[src/rtl/rff_pkg.sv]
package rff_pkg;
  localparam int unsigned CTL_W = 8;
  localparam int unsigned ADDR_BYTES = 6;

  typedef struct packed {
    logic ovf;
    logic rsvd;
    logic full_dup;
    logic abort_en;
    logic promisc;
    logic all_mcast;
    logic strip_crc;
    logic rx_en;
  } rff_ctl_t;
endpackage

[src/rtl/rff_ctl_reg.sv]
module rff_ctl_reg
  import rff_pkg::*;
(
  input  logic             clk,
  input  logic             rst_n,
  input  logic             we,
  input  logic [CTL_W-1:0] wdata,
  input  logic             ovf_set,
  output rff_ctl_t         ctl
);
  rff_ctl_t nxt;

  always_comb begin
    nxt = ctl;
    if (we) begin
      nxt.rx_en     = wdata[0];
      nxt.strip_crc = wdata[1];
      nxt.all_mcast = wdata[2];
      nxt.promisc   = wdata[3];
      nxt.abort_en  = wdata[4];
      nxt.full_dup  = wdata[5];
      nxt.ovf       = ctl.ovf & wdata[7];
    end
    nxt.rsvd = 1'b0;
    if (ovf_set) nxt.ovf = 1'b1;
  end

  always_ff @(posedge clk) begin
    if (!rst_n) ctl <= '0;
    else        ctl <= nxt;
  end

  // the flag only falls after a clearing write
  assert_sticky_R9: assert property (@(posedge clk) disable iff (!rst_n)
    $fell(ctl.ovf) |-> $past(we && !wdata[7]));
endmodule

[src/rtl/rff_len_track.sv]
module rff_len_track #(
  parameter int unsigned MAX_LEN = 2048,
  parameter int unsigned LEN_W   = 12
) (
  input  logic             clk,
  input  logic             rst_n,
  input  logic             beat,
  input  logic             last,
  output logic [LEN_W-1:0] cnt,
  output logic [LEN_W-1:0] total
);
  localparam logic [LEN_W-1:0] SAT = LEN_W'(MAX_LEN + 1);

  always_comb total = (cnt == SAT) ? SAT : cnt + 1'b1;

  always_ff @(posedge clk) begin
    if (!rst_n)    cnt <= '0;
    else if (beat) cnt <= last ? '0 : total;
  end

  assert_cnt_sat_R10: assert property (@(posedge clk) disable iff (!rst_n)
    cnt <= SAT);
endmodule

[src/rtl/rff_addr_match.sv]
module rff_addr_match
  import rff_pkg::*;
#(
  parameter int unsigned LEN_W = 12
) (
  input  logic                    clk,
  input  logic                    rst_n,
  input  logic                    beat,
  input  logic [LEN_W-1:0]        idx,
  input  logic [7:0]              data,
  input  logic [8*ADDR_BYTES-1:0] station,
  output logic                    is_mcast,
  output logic                    is_bcast,
  output logic                    is_station
);
  logic [ADDR_BYTES-1:0] byte_eq;
  logic [ADDR_BYTES-1:0] byte_ones;

  for (genvar g = 0; g < ADDR_BYTES; g++) begin : g_byte
    logic [7:0] da_q;
    always_ff @(posedge clk) begin
      if (!rst_n)                             da_q <= '0;
      else if (beat && idx == LEN_W'(g))      da_q <= data;
    end
    assign byte_eq[g]   = (da_q == station[8*g +: 8]);
    assign byte_ones[g] = &da_q;
    if (g == 0) begin : g_grp
      assign is_mcast = da_q[0];
    end
  end

  assign is_station = &byte_eq;
  assign is_bcast   = &byte_ones;
endmodule

[src/rtl/rx_frame_filter.sv]
module rx_frame_filter
  import rff_pkg::*;
#(
  parameter int unsigned MAX_LEN   = 2048,
  parameter int unsigned MIN_LEN   = 14,
  parameter int unsigned CRC_BYTES = 4,
  parameter int unsigned HASH_W    = 6,
  parameter int unsigned LEN_W     = $clog2(MAX_LEN + 2)
) (
  input  logic                    clk,
  input  logic                    rst_n,
  input  logic                    s_valid,
  output logic                    s_ready,
  input  logic [7:0]              s_data,
  input  logic                    s_last,
  input  logic                    collision,
  input  logic                    own_tx,
  input  logic [HASH_W-1:0]       hash_idx,
  input  logic [8*ADDR_BYTES-1:0] station_addr,
  input  logic [2**HASH_W-1:0]    hash_table,
  input  logic                    ctl_we,
  input  logic [CTL_W-1:0]        ctl_wdata,
  output logic [CTL_W-1:0]        ctl_rdata,
  output logic                    dec_valid,
  output logic                    dec_accept,
  output logic [LEN_W-1:0]        dec_len
);
  localparam logic [LEN_W-1:0] MAX_L = LEN_W'(MAX_LEN);
  localparam logic [LEN_W-1:0] MIN_L = LEN_W'(MIN_LEN);
  localparam logic [LEN_W-1:0] CRC_L = LEN_W'(CRC_BYTES);

  rff_ctl_t         ctl;
  logic             beat, in_frame, taking, aborted;
  logic             take_now, coll_hit, abort_now, end_ev;
  logic             oversize, runt, addr_ok, ovf_set;
  logic             is_mcast, is_bcast, is_station;
  logic [LEN_W-1:0] cnt, total, len_out;

  assign s_ready   = !dec_valid;
  assign beat      = s_valid && s_ready;
  assign ctl_rdata = ctl;

  rff_ctl_reg u_ctl (
    .clk(clk), .rst_n(rst_n), .we(ctl_we), .wdata(ctl_wdata),
    .ovf_set(ovf_set), .ctl(ctl)
  );

  rff_len_track #(.MAX_LEN(MAX_LEN), .LEN_W(LEN_W)) u_len (
    .clk(clk), .rst_n(rst_n), .beat(beat), .last(s_last),
    .cnt(cnt), .total(total)
  );

  rff_addr_match #(.LEN_W(LEN_W)) u_addr (
    .clk(clk), .rst_n(rst_n), .beat(beat), .idx(cnt), .data(s_data),
    .station(station_addr), .is_mcast(is_mcast), .is_bcast(is_bcast),
    .is_station(is_station)
  );

  always_comb begin
    take_now  = in_frame ? taking : ctl.rx_en;
    coll_hit  = collision && ctl.abort_en && !ctl.full_dup && (in_frame || beat);
    abort_now = aborted || coll_hit;
    end_ev    = beat && s_last && take_now;
    oversize  = total > MAX_L;
    runt      = total < MIN_L;
    addr_ok   = is_bcast
             || (!is_mcast && is_station)
             || (is_mcast && (ctl.all_mcast || hash_table[hash_idx]))
             || (ctl.promisc && (!own_tx || ctl.full_dup));
    ovf_set   = end_ev && oversize;
    if (ctl.strip_crc) len_out = (total >= CRC_L) ? total - CRC_L : '0;
    else               len_out = total;
  end

  always_ff @(posedge clk) begin
    if (!rst_n) begin
      in_frame <= 1'b0;
      taking   <= 1'b0;
      aborted  <= 1'b0;
    end else if (beat && s_last) begin
      in_frame <= 1'b0;
      aborted  <= 1'b0;
    end else begin
      if (beat) begin
        in_frame <= 1'b1;
        taking   <= take_now;
      end
      if (coll_hit) aborted <= 1'b1;
    end
  end

  always_ff @(posedge clk) begin
    if (!rst_n) begin
      dec_valid  <= 1'b0;
      dec_accept <= 1'b0;
      dec_len    <= '0;
    end else begin
      dec_valid  <= end_ev;
      dec_accept <= end_ev && !abort_now && !oversize && !runt && addr_ok;
      if (end_ev) dec_len <= len_out;
    end
  end

  assert_pulse_R2: assert property (@(posedge clk) disable iff (!rst_n)
    dec_valid |=> !dec_valid);
  assert_after_last_R2: assert property (@(posedge clk) disable iff (!rst_n)
    dec_valid |-> $past(s_valid && s_ready && s_last));
  assert_accept_in_pulse_R4: assert property (@(posedge clk) disable iff (!rst_n)
    dec_accept |-> dec_valid);
  assert_no_long_accept_R8: assert property (@(posedge clk) disable iff (!rst_n)
    dec_accept |-> dec_len <= MAX_L);
  assert_ovf_rise_R8: assert property (@(posedge clk) disable iff (!rst_n)
    $rose(ctl.ovf) |-> (dec_valid && !dec_accept));
endmodule

[config.mk]
export PLATFORM = sky130hd
export DESIGN_NAME = rx_frame_filter
export DESIGN_NICKNAME = d
export VERILOG_FILES = /design/src/rtl/rff_pkg.sv /design/src/rtl/rff_ctl_reg.sv /design/src/rtl/rff_len_track.sv /design/src/rtl/rff_addr_match.sv /design/src/rtl/rx_frame_filter.sv
export SDC_FILE = /design/constraint.sdc
export NUM_CORES = 1
export LEC_CHECK = 0
export BUFFER_PORTS_ARGS = -buffer_cell sky130_fd_sc_hd__buf_4
export CORE_MARGIN = 1
export CORE_UTILIZATION = 33
export DETAILED_ROUTE_END_ITERATION = 8
export GPL_ROUTABILITY_DRIVEN = 0
export PLACE_DENSITY = 0.53
export SLEW_MARGIN = 20
export SYNTH_ARGS = -nofsm -noshare
export SYNTH_HDL_FRONTEND = slang
export SYNTH_SLANG_ARGS = --single-unit
[constraint.sdc]
create_clock -name clk -period 4.1 [get_ports clk]
set_input_delay 0.41 -clock clk [delete_from_list [all_inputs] [get_ports clk]]
set_output_delay 0.41 -clock clk [all_outputs]
set_load 0.005 [all_outputs]
==> results.ini <==
[global_routing]
grt_use_total_pct = 20.4
grt_overflow = 0
grt_pass1_vias = 4605
grt_pass1_wl_um = 24800
grt_max_degree = 73
antenna_found_initial = 0

[timing]
worst_slew_pin_slew_ns = 0.925
layout_min_cycle_time_ns = 3.18
setup_viol = 0
hold_viol_final = 0
whs_ns = 0.326
max_freq_mhz = 314
clock_skew_ns = 0.0118
fin_tns_setup_ns = 0
slew_viol_final = 0
rsz0062_at_grt = false
timing.final.crit_share_pct = 77.7
final.setup.worst_slack_ns = 0.915
maxSlewHeadroom_pct = 37.5

[yosys]
ys_types = 56
synth_most_common_cell = dfxtp_1
synth_area_leaders = dfxtp_1 (33%), xor2_1 (6.5%), mux2i_1 (6.5%)
synth-edff-count = 0
synth_top_area_share_pct = 33.1
yosys-top-cells-count = dfxtp_1 (84), nor2b_1 (45), nand2_1 (42)
synth_seq_cells = 84
synthesis.area_sq_um = 5090
synth_seq_area_share_pct = 33.1
synth_cells = 537
synth_fp_nets = 685
synth_flop_cell = dfxtp_1
async_reset_ff_share_pct = 0
avgSynthCellArea_sq_um = 9.47
yosysTopAreaCell = dfxtp_1
yosys_warnings = 0

[clock_network]
cts_tree = done
cts_made_buffers = 9
clkTransAtPathRegs_ns = 0.07
cts_hold_buffers = 0
cts_resized = 0
cts_setup_buffers = 0
cts_root_buf = clkbuf_16
clk_path_buf_depth = 2
cts_sinks = 84
htreeDepth = 3
clock_latency_ns = 0.35

[power]
swShare_pct = 24.1
max-vdd-ir-drop_uv = 187
p_leak_nw = 2.73
p_comb_share_pct = 15.4
powerDensity_nw_per_um2 = 295
power_switching_mw = 0.476
clkPwrFrac_pct = 41.5
internal-power_mw = 1.50
seqPwrFrac_pct = 43.1

[final_layout]
final_cell_area_sq_um = 6680
final_cells = 871
nNetsFinal = 826
drive_gt1_share_pct = 29.1
area_delta_synth_final_pct = 31.3
diodes = 0
nFillCells = 1482

[setup_path]
crit_type = flop to flop
worstPathRequired_ns = 4.34
critPathMaxFanout = 12
crit_path_start_kind = flop
arrival_ns = 3.43
cp-end-kind = flop

[placement]
place_inst = 855
place_hpwl_um = 12600
placed_cell_area_sq_um = 6380
pre_cts_ws_ns = 0.957
portBuffers = 161

[die]
ios = 164
start_util_pct = 33.6
rows = 45
die-area_sq_um = 15900
die_y_um = 126
die_x_um = 126
core_sq_um = 15100

[detailed_routing]
vias = 4654
wire_per_inst_um = 18.5
drt_iter0_markers = 357
drt_drc_violations_left = 0
dr.pass1.iters = 4
wirelength_um = 16100
via_per_inst = 5.34
ant_nets = 0

[status]
status = finished clean

[worst_hold_path]
hold_path_class = primary input to flop

[flow_run]
cap_viol_max_count = 0

[layout by cell type, fill, tap and decap left out, drive strengths merged, types with 2 or more instances in the layout]
master / n
o21ai: 15
buf: 163
ha: 7
nor2: 11
and3: 5
mux2: 2
nand2b: 3
dfxtp: 84
or3: 3
and2: 6
o31ai: 5
xnor2: 29
clkinv: 3
nor2b: 45
mux4: 19
a21boi: 25
clkbuf: 12
a32oi: 2
nor3: 5
a41oi: 2
inv: 8
a21oi: 5
xor2: 38
a22oi: 7
nand3: 36
and4b: 2
and4: 4
nand2: 42
mux2i: 33
or2: 2
nand4: 23
a22o: 10
nor4: 12
[sequential cells by signal (all words and copies together), names as in the netlist]
register / cells
u_addr.g_byte.da_q: 48
dec_len: 12
u_len.cnt: 12
u_ctl.ctl: 7
aborted: 1
dec_accept: 1
dec_valid: 1
in_frame: 1
taking: 1
[layer usage]
layer | global-route usage (%) | wire length (um)
met4 | 6.17 | 193
met5 | 0 | 0
met2 | 34.6 | 7960
met1 | 26.6 | 7100
met3 | 3.36 | 830
[worst max-delay path, stage by stage (launching register included)]
cell	delay, ns
dfxtp_1	0.57
ha_1	0.47
nor4bb_1	0.36
a31o_2	0.26
ha_1	0.21
and2_0	0.33
a41oi_1	0.47
a32o_1	0.42
[through the flow]
stage	power, mW	util, %
6_report	1.97	44.1
5_1_grt	2.05	44.1
4_1_cts	1.99	44.1
3_5_place_dp	1.17	42.1
3_3_place_gp	1.17	42.1
2_1_floorplan	1.01	-
[final timing paths]
check                                               start                   endpoint  slack, ns  depth (start not counted)
worst max-delay path            u_len.cnt[0]$_SDFFE_PN0P_    dec_len[1]$_SDFFE_PN0P_       0.92                          7
worst min-delay path                         ctl_wdata[1]  u_ctl.ctl[1]$_SDFFE_PN0P_       0.33                          3
worst max register to register  u_len.cnt[0]$_SDFFE_PN0P_    dec_len[1]$_SDFFE_PN0P_       0.92                          7
worst min register to register    dec_len[8]$_SDFFE_PN0P_    dec_len[8]$_SDFFE_PN0P_       0.50                          1
[logic make-up (layout without fill, tap and decap cells)]
family                     count (synthesis)  after routing  share of synthesized area, %
other                                      1              1                        0.0737
adders and majority gates                  7              7                          1.72
DFF                                       84             84                          33.1
xor gates and xnor gates                  67             67                          11.5
and+or+nand+nor                          204            204                          22.7
muxes                                     54             54                          15.9
AOI/OAI and AO/OA                         79             79                          11.3
buffers and inverters                     41            187                          3.76
[power groups by stage]
| stage | sequential [mW] | combinational (mW) | clock (mW) |
|---|---|---|---|
| floorplan | 0.860 | 0.148 | 0 |
| global placement | 0.868 | 0.302 | 0 |
| detailed placement | 0.868 | 0.306 | 0 |
| CTS | 0.850 | 0.307 | 0.834 |
| global route | 0.852 | 0.328 | 0.868 |
| finish | 0.850 | 0.304 | 0.818 |
[cell type report]
| type | count | area, sq um | share of cell area (%) |
|---|---|---|---|
| multi-input combinational | 412 | 3210 | 48.1 |
| sequential | 84 | 1680 | 25.2 |
| timing repair buffer | 163 | 1220 | 18.3 |
| clock buffer | 12 | 246 | 3.69 |
| tap | 188 | 235 | 3.52 |
| clock inverter | 4 | 48.8 | 0.731 |
| inverter | 8 | 30.0 | 0.450 |
Note: power is estimated with default switching activity, not from simulation.
